==> src/rtl/pp_pkg.sv <==
package pp_pkg;
    typedef enum logic {FILL_LO = 1'b0, FILL_HI = 1'b1} fill_e;
    typedef enum logic {IRQ_IDLE = 1'b0, IRQ_PEND = 1'b1} irq_e;
endpackage

==> src/rtl/pp_fill_ctr.sv <==
module pp_fill_ctr #(
    parameter int BUF_LEN = 8,
    localparam int CNT_W  = $clog2(BUF_LEN)
) (
    input  logic             clk,
    input  logic             rst,
    input  logic             adv,
    output logic [CNT_W-1:0] cnt,
    output logic             last
);
    localparam logic [CNT_W-1:0] TOP = CNT_W'(BUF_LEN - 1);

    assign last = adv && (cnt == TOP);

    always_ff @(posedge clk) begin
        if (rst)       cnt <= '0;
        else if (last) cnt <= '0;
        else if (adv)  cnt <= cnt + 1'b1;
    end

    // An idle cycle leaves the fill position where it was
    assert_idle_hold_R3: assert property (@(posedge clk) disable iff (rst)
        !adv |=> $stable(cnt));
    // A block end brings the position back to the start
    assert_wrap_R4: assert property (@(posedge clk) disable iff (rst)
        last |=> (cnt == '0));
endmodule

==> src/rtl/pp_role_fsm.sv <==
module pp_role_fsm
    import pp_pkg::*;
(
    input  logic  clk,
    input  logic  rst,
    input  logic  swap,
    output fill_e tgt,
    output logic  cpu_buf
);
    fill_e state, nxt;

    always_comb begin
        nxt = state;
        unique case (state)
            FILL_LO: if (swap) nxt = FILL_HI;
            FILL_HI: if (swap) nxt = FILL_LO;
        endcase
    end

    always_ff @(posedge clk) begin
        if (rst) state <= FILL_LO;
        else     state <= nxt;
    end

    always_comb begin
        tgt = state;
        unique case (state)
            FILL_LO: cpu_buf = 1'b1;
            FILL_HI: cpu_buf = 1'b0;
        endcase
    end

    assert_swap_R4: assert property (@(posedge clk) disable iff (rst)
        swap |=> (cpu_buf != $past(cpu_buf)));
    assert_hold_R9: assert property (@(posedge clk) disable iff (rst)
        !swap |=> $stable(cpu_buf));
endmodule

==> src/rtl/pp_irq_fsm.sv <==
module pp_irq_fsm
    import pp_pkg::*;
(
    input  logic clk,
    input  logic rst,
    input  logic blk_done,
    input  logic ack,
    output logic irq,
    output logic ovr
);
    irq_e state, nxt;
    logic ovr_q;

    always_comb begin
        nxt = state;
        unique case (state)
            IRQ_IDLE: if (blk_done) nxt = IRQ_PEND;
            IRQ_PEND: if (!blk_done && ack) nxt = IRQ_IDLE;
        endcase
    end

    always_ff @(posedge clk) begin
        if (rst) begin
            state <= IRQ_IDLE;
            ovr_q <= 1'b0;
        end else begin
            state <= nxt;
            if (state == IRQ_PEND && blk_done && !ack) ovr_q <= 1'b1;
        end
    end

    always_comb begin
        ovr = ovr_q;
        unique case (state)
            IRQ_IDLE: irq = 1'b0;
            IRQ_PEND: irq = 1'b1;
        endcase
    end

    assert_irq_rise_R5: assert property (@(posedge clk) disable iff (rst)
        blk_done |=> irq);
    assert_irq_hold_R6: assert property (@(posedge clk) disable iff (rst)
        (irq && !ack) |=> irq);
    assert_irq_clear_R6: assert property (@(posedge clk) disable iff (rst)
        (irq && ack && !blk_done) |=> !irq);
    assert_ovr_sticky_R7: assert property (@(posedge clk) disable iff (rst)
        ovr |=> ovr);
    assert_ovr_set_R7: assert property (@(posedge clk) disable iff (rst)
        (irq && blk_done && !ack) |=> ovr);
    assert_no_ovr_on_ack_R8: assert property (@(posedge clk) disable iff (rst)
        (!ovr && ack) |=> !ovr);
endmodule

==> src/rtl/pingpong_dma.sv <==
module pingpong_dma
    import pp_pkg::*;
#(
    parameter int DATA_W  = 16,
    parameter int ADDR_W  = 12,
    parameter int BUF_LEN = 8,
    parameter int BASE0   = 'h000,
    parameter int BASE1   = 'h100
) (
    input  logic              clk,
    input  logic              rst,
    input  logic              smp_valid,
    input  logic [DATA_W-1:0] smp_data,
    input  logic              cpu_ack,
    output logic              mem_we,
    output logic [ADDR_W-1:0] mem_addr,
    output logic [DATA_W-1:0] mem_wdata,
    output logic              cpu_buf,
    output logic              blk_irq,
    output logic              overrun
);
    localparam int CNT_W = $clog2(BUF_LEN);
    localparam logic [ADDR_W-1:0] B0 = ADDR_W'(BASE0);
    localparam logic [ADDR_W-1:0] B1 = ADDR_W'(BASE1);

    logic [CNT_W-1:0] cnt;
    logic             last;
    fill_e            tgt;
    logic [ADDR_W-1:0] base;

    pp_fill_ctr #(.BUF_LEN(BUF_LEN)) u_ctr (
        .clk(clk), .rst(rst), .adv(smp_valid), .cnt(cnt), .last(last)
    );

    pp_role_fsm u_role (
        .clk(clk), .rst(rst), .swap(last), .tgt(tgt), .cpu_buf(cpu_buf)
    );

    pp_irq_fsm u_irq (
        .clk(clk), .rst(rst), .blk_done(last), .ack(cpu_ack),
        .irq(blk_irq), .ovr(overrun)
    );

    always_comb begin
        unique case (tgt)
            FILL_LO: base = B0;
            FILL_HI: base = B1;
        endcase
    end

    assign mem_we    = smp_valid;
    assign mem_wdata = smp_data;
    assign mem_addr  = base + ADDR_W'(cnt);

    // A write never lands inside the buffer the processor owns
    assert_own_excl_R2: assert property (@(posedge clk) disable iff (rst)
        mem_we |-> (cpu_buf ? (mem_addr < B1 || mem_addr >= B1 + ADDR_W'(BUF_LEN))
                            : (mem_addr < B0 || mem_addr >= B0 + ADDR_W'(BUF_LEN))));
    assert_reset_state_R1: assert property (@(posedge clk)
        rst |=> (cpu_buf && !blk_irq && !overrun));
endmodule

==> config.mk <==
export PLATFORM = sky130hd
export DESIGN_NAME = pingpong_dma
export DESIGN_NICKNAME = d
export VERILOG_FILES = /design/src/rtl/pp_pkg.sv /design/src/rtl/pp_fill_ctr.sv /design/src/rtl/pp_role_fsm.sv /design/src/rtl/pp_irq_fsm.sv /design/src/rtl/pingpong_dma.sv
export SDC_FILE = /design/constraint.sdc
export NUM_CORES = 1
export LEC_CHECK = 0
export BUFFER_PORTS_ARGS = -buffer_cell sky130_fd_sc_hd__buf_2
export CORE_UTILIZATION = 33
export DETAILED_ROUTE_END_ITERATION = 7
export GPL_TIMING_DRIVEN = 0
export PLACE_DENSITY = 0.78
export REMOVE_ABC_BUFFERS = 1
export SETUP_SLACK_MARGIN = 0.3
export SYNTH_ARGS = -nofsm -noshare
export SYNTH_HDL_FRONTEND = slang
export SYNTH_SLANG_ARGS = --single-unit
==> constraint.sdc <==
create_clock -name clk -period 1.7 [get_ports clk]
set_clock_uncertainty 0.1 [all_clocks]
set_input_delay 0.34 -clock clk [delete_from_list [all_inputs] [get_ports clk]]
set_output_delay 0.34 -clock clk [all_outputs]
set_load 0.02 [all_outputs]
==> results of run 1 <==
-- Yosys cell counts (all sizes together) --
| library cell | n |
|---|---|
| nand4b | 1 |
| nand2b | 4 |
| dfxtp | 6 |
| buf | 27 |
| nand2 | 1 |
| nand3b | 3 |
| a21oi | 6 |
| inv | 2 |
| a21bo | 1 |
| ha | 2 |
| or3b | 1 |
| conb | 1 |
-- metrics by stage --
stage               util [%]  hold WS, ns
floorplan                  -        0.302
detailed placement      28.0        0.340
global placement        28.0        0.334
CTS                     29.9        0.223
finish                  31.1        0.235
global route            31.1        0.242
-- worst reg2reg max path: cells and delay by family, from the launching register on --
family,cells,cell delay [ns]
AOI/OAI and AO/OA,1,0.11
adders and majority gates,2,0.38
DFF,1,0.33
and+or+nand+nor,1,0.37
-- area by class of cell --
| type | count | area share, % |
|---|---|---|
| flip-flops and latches | 6 | 29.4 |
| inverters | 2 | 1.83 |
| clock buffers | 3 | 5.50 |
| multi-input cells | 27 | 45.3 |
| well taps | 15 | 4.59 |
| repair buffers | 11 | 13.5 |
-- metal layers --
| layer | vias to the layer above | track usage, % | share of wire, % |
|---|---|---|---|
| met5 | - | 15.0 | 0 |
| met4 | 0 | 2.59 | 0 |
| met3 | 0 | 19.9 | 25 |
| met2 | 35 | 9.84 | 34 |
| met1 | 125 | 13.6 | 41 |
| li1 | 131 | - | - |
-- cell families after synthesis --
logic type / synth area share (%)
simple gates: 14.6
fa+ha+maj: 5.30
flops: 25.5
other cells: 0.795
buf+inv: 44.6
compound gates: 9.28
-- how the worst max path moves through the flow --
stage | end | cells past startpoint | slack, ns | startpoint
final | u_ctr.cnt[0] | 4 | 0.35 | u_ctr.cnt[0]
after global routing | u_ctr.cnt[0] | 4 | 0.30 | u_ctr.cnt[0]
after CTS | u_ctr.cnt[0] | 4 | 0.30 | u_ctr.cnt[0]
after detailed placement | u_ctr.cnt[0] | 4 | 0.26 | u_ctr.cnt[0]
after global placement | u_ctr.cnt[0] | 4 | 0.28 | u_ctr.cnt[0]
after floorplan | u_ctr.cnt[0] | 4 | 0.25 | u_ctr.cnt[0]
-- layout by cell type (no fill, tap or decap) --
cell and n:
a21bo_2 1, a21oi_1 5, a21oi_2 1, buf_2 11, clkbuf_4 3, conb_1 8
dfxtp_1 6, ha_2 1, ha_4 1, inv_1 2, nand2_1 1, nand2b_1 4
nand3b_1 3, nand4b_1 1, or3b_4 1
-- where the power goes --
group / switching [mW] / total, mW / leakage, nW / internal, mW
Sequential: 0.00328 / 0.148 / 0.0487 / 0.145
Clock: 0.0529 / 0.133 / 0.0138 / 0.0799
Combinational: 0.0332 / 0.0475 / 0.118 / 0.0143
Total: 0.0894 / 0.329 / 0.180 / 0.239
-- registers in the layout (all words and copies together), names as in the netlist --
register and count:
u_role.tgt 1, u_irq.ovr 1, u_irq.state 1, u_ctr.cnt 3
-- repair_timing --
action                                  4_1_cts  5_1_grt
endpoints found under the setup margin        1        1
resized for setup                             1        3
cloned                                        0        0
hold buffers                                  0        0
==> impl_metrics.yaml, run 1 <==
status:
  status: "complete, no violations"
drt:
  avgViaCountPerCell: 4.55
  firstDrtPassIters: 4
  drcViolationCount: 0
  drt_wl_total_um: 892
  via_count: 291
  drtIter0Drc: 1
  ant_nets: 0
  wl_per_cell_um: 13.9
logic_synthesis:
  ys_ff_latch: 6
  syn_avg_cell_area_um2: 8.58
  synth_cells: 55
  ys_seq_area_share_pct: 25.5
  yosys_warnings: 0
  syn_area_um2: 472
  synthTopCellsByArea: "buf_4, dfxtp_1, a21oi_1, ha_1, nand2b_1"
  yosysUniqueCellTypes: 13
  yosysTopAreaCellShare_pct: 43.0
  synth_area_leader_cell: "buf_4"
critical_path:
  critPathBufInv: 0
  crit_required_ns: 1.78
  critPathSlowestCell: "or3b_4"
  r2r-end: "u_ctr.cnt[0]"
  crit_chain: "ha_2 > ha_4 > or3b_4 > a21oi_2"
  cpLargestDelayFamily: "adder cells"
  cp-start-kind: "flip-flop"
  criticalPathCategory: "flip-flop to flip-flop"
  r2r_setup_slack_ns: 0.35
  reg2reg_depth: 4
  reg2reg_from: "u_ctr.cnt[0]"
  cpPeakStageDelay_ns: 0.37
  critPathCaptureType: "flip-flop"
  critPathMaxFanout: 7
  worstPathArrival_ns: 1.43
run:
  maxCapViolations: 0
placement:
  dp_cells: 61
  place.gp.congestion: 0.647
  dpl.hpwl_um: 645
  port_buffers: 11
  place_ws_ns: 0.264
  place_area_um2: 369
grt:
  grt_pass1_vias: 237
  grt_max_degree: 12
  grt_pass1_wl_mm: 1.15
  gr-usage-all-layers_pct: 12.4
  grt.overflow.total: 0
  antenna_found_initial: 0
power_and_ir_drop:
  leakagePower_nw: 0.180
  p_per_area_nw_per_um2: 803
  irDropWorstVdd_uv: 301
  finalPower_mw: 0.329
hold_path:
  hold_path_depth: 2
  hp-start: "rst"
  hp-class: "input pin to flip-flop"
  holdPathEnd: "u_ctr.cnt[0]"
sta:
  hold_violations: 0
  period_needed_ns: 1.35
  post-route-period-util_pct: 79.4
  slew_violations: 0
  setup_slack_ns: 0.350
  fin_tns_setup_ns: 0
  finalSetupViolCount: 0
  max_clock_freq_mhz: 741
  rsz0062_at_grt: "no"
cts:
  cts_tree: "done"
  clock_sinks: 6
  cts_buffers: 3
  insertion_delay_ns: 0.25
  cts_setup_buffers: 0
  cts-htree-levels: 1
  clk_pin_slew_ns: 0.04
  clock-root-buffer: "clkbuf_4"
  clockBufferDepth: 2
floorplanning:
  fp-row-count: 13
  core-area_um2: 1320
  initial_core_util_pct: 35.8
  io_pins: 52
  dieArea_um2: 1580
  die_y_um: 39.8
  die_w_um: 39.8
layout:
  regArea_um2: 120
  syn_to_final_growth_pct: -13.3
  multi_input_area_um2: 185
  fillers: 141
  n_antenna_cell: 0
  fin_area_um2: 409
  layout-drive-gt1-share_pct: 38.8
  num-nets-final: 73
  final_cells: 64
No activity file was read; power rests on OpenSTA's default activity.
==> inputs of run 2 (changes only) <==
--- a/config.mk
+++ b/config.mk
@@ -6,10 +6,10 @@
 export NUM_CORES = 1
 export LEC_CHECK = 0
 export BUFFER_PORTS_ARGS = -buffer_cell sky130_fd_sc_hd__buf_2
-export CORE_UTILIZATION = 33
+export CORE_UTILIZATION = 29
 export DETAILED_ROUTE_END_ITERATION = 7
 export GPL_TIMING_DRIVEN = 0
-export PLACE_DENSITY = 0.78
+export PLACE_DENSITY = 0.73
 export REMOVE_ABC_BUFFERS = 1
 export SETUP_SLACK_MARGIN = 0.3
 export SYNTH_ARGS = -nofsm -noshare
==> constraint.sdc (replaced) <==
create_clock -name clk -period 1.23 [get_ports clk]
set_clock_uncertainty 0.1 [all_clocks]
set_input_delay 0.246 -clock clk [delete_from_list [all_inputs] [get_ports clk]]
set_output_delay 0.246 -clock clk [all_outputs]
set_load 0.02 [all_outputs]
==> impl_metrics.yaml, run 2 (same netlist as run 1, synthesis figures left out) <==
cts:
  insertion_delay_ns: 0.24
  cts_buffers: 3
  clock_sinks: 6
  clockBufferDepth: 2
  clock-root-buffer: "clkbuf_4"
  clk_pin_slew_ns: 0.04
  cts_tree: "done"
  cts-htree-levels: 1
hold_path:
  hold_path_depth: 2
  holdPathEnd: "u_role.tgt"
  hp-start: "rst"
  hp-class: "input pin to flip-flop"
critical_path:
  cpPeakStageDelay_ns: 0.36
  crit_top_cell: "ha_4"
  critPathMaxFanout: 2
  reg2reg_depth: 4
  crit_chain: "ha_4 > ha_4 > or3b_4 > a21oi_2"
  r2r-end: "u_ctr.cnt[0]"
  cp-start-kind: "flip-flop"
  critPathBufInv: 0
  reg2reg_from: "u_ctr.cnt[0]"
  critPathCaptureType: "flip-flop"
  r2r_setup_slack_ns: -0.08
  crit_required_ns: 1.30
  critPathSlowestCell: "or3b_4"
  criticalPathCategory: "flip-flop to flip-flop"
  worstPathArrival_ns: 1.38
  cpLargestDelayFamily: "simple AND/OR/NAND/NOR gates"
layout:
  regMostFlops: "u_ctr.cnt"
  syn_to_final_growth_pct: 13.8
  final_cells: 71
  mostFrequentLayoutCells: "conb_1, buf_6, buf_4"
  largest_reg_flops: 3
  num-nets-final: 79
  n_antenna_cell: 0
  layout-drive-gt1-share_pct: 60.0
drt:
  drt_wl_total_mm: 1.04
  avgViaCountPerCell: 4.63
  firstDrtPassIters: 5
  wl_per_cell_um: 14.6
  ant_nets: 0
  drtIter0Drc: 5
  drcViolationCount: 0
  via_count: 329
placement:
  port_buffers: 11
  place.gp.congestion: 0.663
  dp_cells: 62
  dpl.hpwl_um: 713
power_and_ir_drop:
  p_int_mw: 0.344
  finalPower_mw: 0.469
  sw_frac_of_total_pct: 26.7
  p_sw_mw: 0.125
  leakagePower_nw: 0.228
  irDropWorstVdd_uv: 534
  p_per_area_nw_per_um2: 874
  clkPwrFrac_pct: 37.9
  combPwrFrac_pct: 18.6
  sequentialPowerShare_pct: 43.5
sta:
  max_clock_freq_mhz: 764
  rsz0062_at_grt: "yes"
  post-route-period-util_pct: 106
  period_needed_ns: 1.31
  fin_tns_setup_ns: -0.159
  finalSetupViolCount: 4
  setup_slack_ns: -0.0792
  slew_violations: 0
  hold_violations: 0
status:
  violations: "setup timing"
  status: "finished, violations left"
grt:
  grt_max_degree: 12
  grt_pass1_wl_mm: 1.48
  grt_pass1_vias: 301
  gr-usage-all-layers_pct: 12.0
  antenna_found_initial: 0
  grt.overflow.total: 0
floorplanning:
  core-area_um2: 1510
  die_w_um: 42.3
  initial_core_util_pct: 31.3
  die_y_um: 42.3
  dieArea_um2: 1790
  io_pins: 52
  fp-row-count: 14
run:
  maxCapViolations: 0
[run 2: changes by cell type in the layout (fill, tap and decap cells not counted), sizes merged]
cell,before,now
buf,11,17
[run 2: how the worst max path moves through the flow]
| stage | start | endpoint | slack, ns | cells after the start |
|---|---|---|---|---|
| 6_report | u_ctr.cnt[0] | u_ctr.cnt[0] | -0.08 | 4 |
| 3_5_place_dp | u_ctr.cnt[0] | u_ctr.cnt[0] | -0.21 | 4 |
| 2_1_floorplan | u_ctr.cnt[0] | u_ctr.cnt[0] | -0.22 | 4 |
| 5_1_grt | u_ctr.cnt[0] | u_ctr.cnt[0] | -0.10 | 4 |
| 4_1_cts | u_ctr.cnt[0] | u_ctr.cnt[0] | -0.12 | 4 |
| 3_3_place_gp | u_ctr.cnt[0] | u_ctr.cnt[0] | -0.18 | 4 |
[run 2: power by group through the flow]
stage	Sequential, mW	Combinational (mW)	Clock, mW
after floorplan	0.214	0.0344	0
after global placement	0.208	0.0615	0
after detailed placement	0.208	0.0625	0
after CTS	0.203	0.0825	0.184
after global routing	0.204	0.0926	0.194
final	0.204	0.0873	0.178
[run 2: layer usage]
layer	GRT usage, %	up-vias	wire, um
met2	13.2	37	406
li1	-	145	-
met3	15.9	0	231
met5	0	-	0
met4	3.75	0	0
met1	13.0	147	401
[run 2: timing repair]
action / CTS / global route
endpoints found under the setup margin: 14 / 13
endpoints found under the hold margin: 0 / 0
pin swaps: 5 / 5
setup buffers: 5 / 1
gates resized for setup: 31 / 2
hold buffers: 0 / 0
[run 2: layout make-up]
class / instances / area (um2)
flip-flops and latches: 6 / 135
well taps: 16 / 20.0
clock buffers: 3 / 22.5
multi-input cells: 27 / 199
repair buffers: 17 / 153
inverters: 2 / 7.51
fillers: 173 / 970
[run 2: metrics by stage]
| step | util [%] | cell area, um2 | worst slack (ns) | hold WS (ns) |
|---|---|---|---|---|
| 3_5_place_dp | 24.6 | 370 | -0.208 | 0.346 |
| 2_1_floorplan | - | 295 | -0.225 | 0.208 |
| 6_report | 35.6 | 537 | -0.0792 | 0.151 |
| 3_3_place_gp | 24.6 | 370 | -0.183 | 0.334 |
| 5_1_grt | 35.6 | 537 | -0.103 | 0.146 |
| 4_1_cts | 34.7 | 523 | -0.116 | 0.144 |
==> inputs of run 3 (changes only) <==
--- a/config.mk
+++ b/config.mk
@@ -5,7 +5,7 @@
 export SDC_FILE = /design/constraint.sdc
 export NUM_CORES = 1
 export LEC_CHECK = 0
-export BUFFER_PORTS_ARGS = -buffer_cell sky130_fd_sc_hd__buf_2
+export BUFFER_PORTS_ARGS = -buffer_cell sky130_fd_sc_hd__clkbuf_2
 export CORE_UTILIZATION = 29
 export DETAILED_ROUTE_END_ITERATION = 7
 export GPL_TIMING_DRIVEN = 0
==> impl_metrics.yaml, run 3 (same netlist as run 1, synthesis figures left out) <==
status:
  status: "finished, violations left"
  violations: "setup timing"
sta:
  period_needed_ns: 1.30
  rsz0062_at_grt: "yes"
  setup_slack_ns: -0.0728
  max_clock_freq_mhz: 768
  post-route-period-util_pct: 106
  finalSetupViolCount: 3
  hold_violations: 0
  slew_violations: 0
power_and_ir_drop:
  p_int_mw: 0.355
  sequentialPowerShare_pct: 42.3
  clkPwrFrac_pct: 37.0
  irDropWorstVdd_uv: 405
  sw_frac_of_total_pct: 26.8
  combPwrFrac_pct: 20.7
  p_sw_mw: 0.130
  p_per_area_nw_per_um2: 818
  leakagePower_nw: 0.248
critical_path:
  critPathCaptureType: "flip-flop"
  worstPathArrival_ns: 1.37
  critPathSlowestCell: "or3b_4"
  crit_top_cell: "ha_4"
  criticalPathCategory: "flip-flop to flip-flop"
  cp-start-kind: "flip-flop"
  crit_required_ns: 1.30
  critPathMaxFanout: 2
  cpPeakStageDelay_ns: 0.36
  crit_chain: "ha_4 > ha_4 > or3b_4 > a21oi_2"
floorplanning:
  initial_core_util_pct: 31.3
  io_pins: 52
  die_w_um: 42.3
  dieArea_um2: 1790
  core-area_um2: 1510
  die_y_um: 42.3
  fp-row-count: 14
placement:
  dpl.hpwl_um: 720
  place.gp.congestion: 0.666
  place_ws_ns: -0.207
  dp_cells: 62
  port_buffers: 11
layout:
  fillers: 163
  n_antenna_cell: 0
  layout.cells.most_common: "conb_1"
  layout-drive-gt1-share_pct: 60.7
  final_cells: 72
  mostFrequentLayoutCells: "conb_1, buf_8"
  regMostFlops: "u_ctr.cnt"
  syn_to_final_growth_pct: 25.5
  largest_reg_flops: 3
  num-nets-final: 80
hold_path:
  hp-class: "input pin to flip-flop"
cts:
  cts_tree: "done"
  clock-root-buffer: "clkbuf_4"
  cts-htree-levels: 1
  insertion_delay_ns: 0.24
  clock_sinks: 6
  ctsHoldBuffers: 0
  cts_buffers: 3
  clk_pin_slew_ns: 0.04
  clockBufferDepth: 2
grt:
  gr-usage-all-layers_pct: 11.6
  grt.overflow.total: 0
  grt_util_met3_pct: 15.9
  grt_pass1_wl_mm: 1.44
  top_usage_layer: "met3"
  grt_max_degree: 12
  grt_use_met2_pct: 13.2
  grt_pass1_vias: 294
  grt_use_met1_pct: 11.6
  antenna_found_initial: 0
run:
  maxCapViolations: 0
drt:
  via_count: 345
  firstDrtPassIters: 5
  drcViolationCount: 0
  drtIter0Drc: 5
  ant_nets: 0
  drt_wl_total_mm: 1.10
  wl_per_cell_um: 15.3
  avgViaCountPerCell: 4.79
## run 3: cell count changes in the layout (fill, tap and decap cells not counted), moves of 2 or more
cell      delta
buf_2        -2
buf_6        -4
clkbuf_2     +2
buf_4        -3
buf_8        +7
## run 3: layout make-up
class / count / area [um2] / area share [%]
multi-input cells: 27 / 205 / 34.7
repair buffers: 18 / 204 / 34.5
flip-flops and latches: 6 / 133 / 22.4
clock buffers: 3 / 22.5 / 3.81
well taps: 16 / 20.0 / 3.38
inverters: 2 / 7.51 / 1.27
## run 3: stage by stage
step | power [mW] | area (um2) | setup TNS [ns] | hold slack, ns | utilization, %
floorplan | 0.248 | 295 | -0.391 | 0.208 | -
global placement | 0.269 | 370 | -0.216 | 0.337 | 24.6
detailed placement | 0.271 | 370 | -0.309 | 0.346 | 24.6
CTS | 0.480 | 556 | -0.268 | 0.139 | 36.9
global route | 0.509 | 592 | -0.310 | 0.147 | 39.3
finish | 0.484 | 592 | -0.160 | 0.154 | 39.3
## run 3: final timing paths
check,startpoint,to,slack (ns),cells past startpoint
setup reg to reg,u_ctr.cnt[0],u_ctr.cnt[0],-0.07,4
hold reg to reg,u_irq.ovr,u_irq.ovr,0.37,2
setup / recovery,u_ctr.cnt[0],u_ctr.cnt[0],-0.07,4
hold / removal,rst,u_ctr.cnt[0],0.15,2
## run 3: repair_timing
item,in CTS,in global routing
gates cloned,0,0
pin swaps,5,8
buffers inserted,6,1
gates resized for setup,31,13
setup endpoints to repair,14,14
## run 3: worst max-delay path: cells and delay by family (launching register included)
family | cells | cell delay [ns]
flops | 1 | 0.35
simple gates | 1 | 0.36
compound gates | 1 | 0.11
fa+ha+maj | 2 | 0.31
## run 3: power groups by stage
stage,logic (mW),registers [mW],clock network (mW)
5_1_grt,0.104,0.205,0.200
2_1_floorplan,0.0344,0.214,0
4_1_cts,0.0915,0.204,0.184
3_5_place_dp,0.0627,0.208,0
6_report,0.100,0.205,0.179
3_3_place_gp,0.0613,0.208,0
## run 3: metal layers
| layer | share of wire [%] | up-vias |
|---|---|---|
| met1 | 38 | 162 |
| met3 | 22 | 0 |
| met2 | 40 | 37 |
| met5 | 0 | - |
| li1 | - | 146 |
| met4 | 0 | 0 |
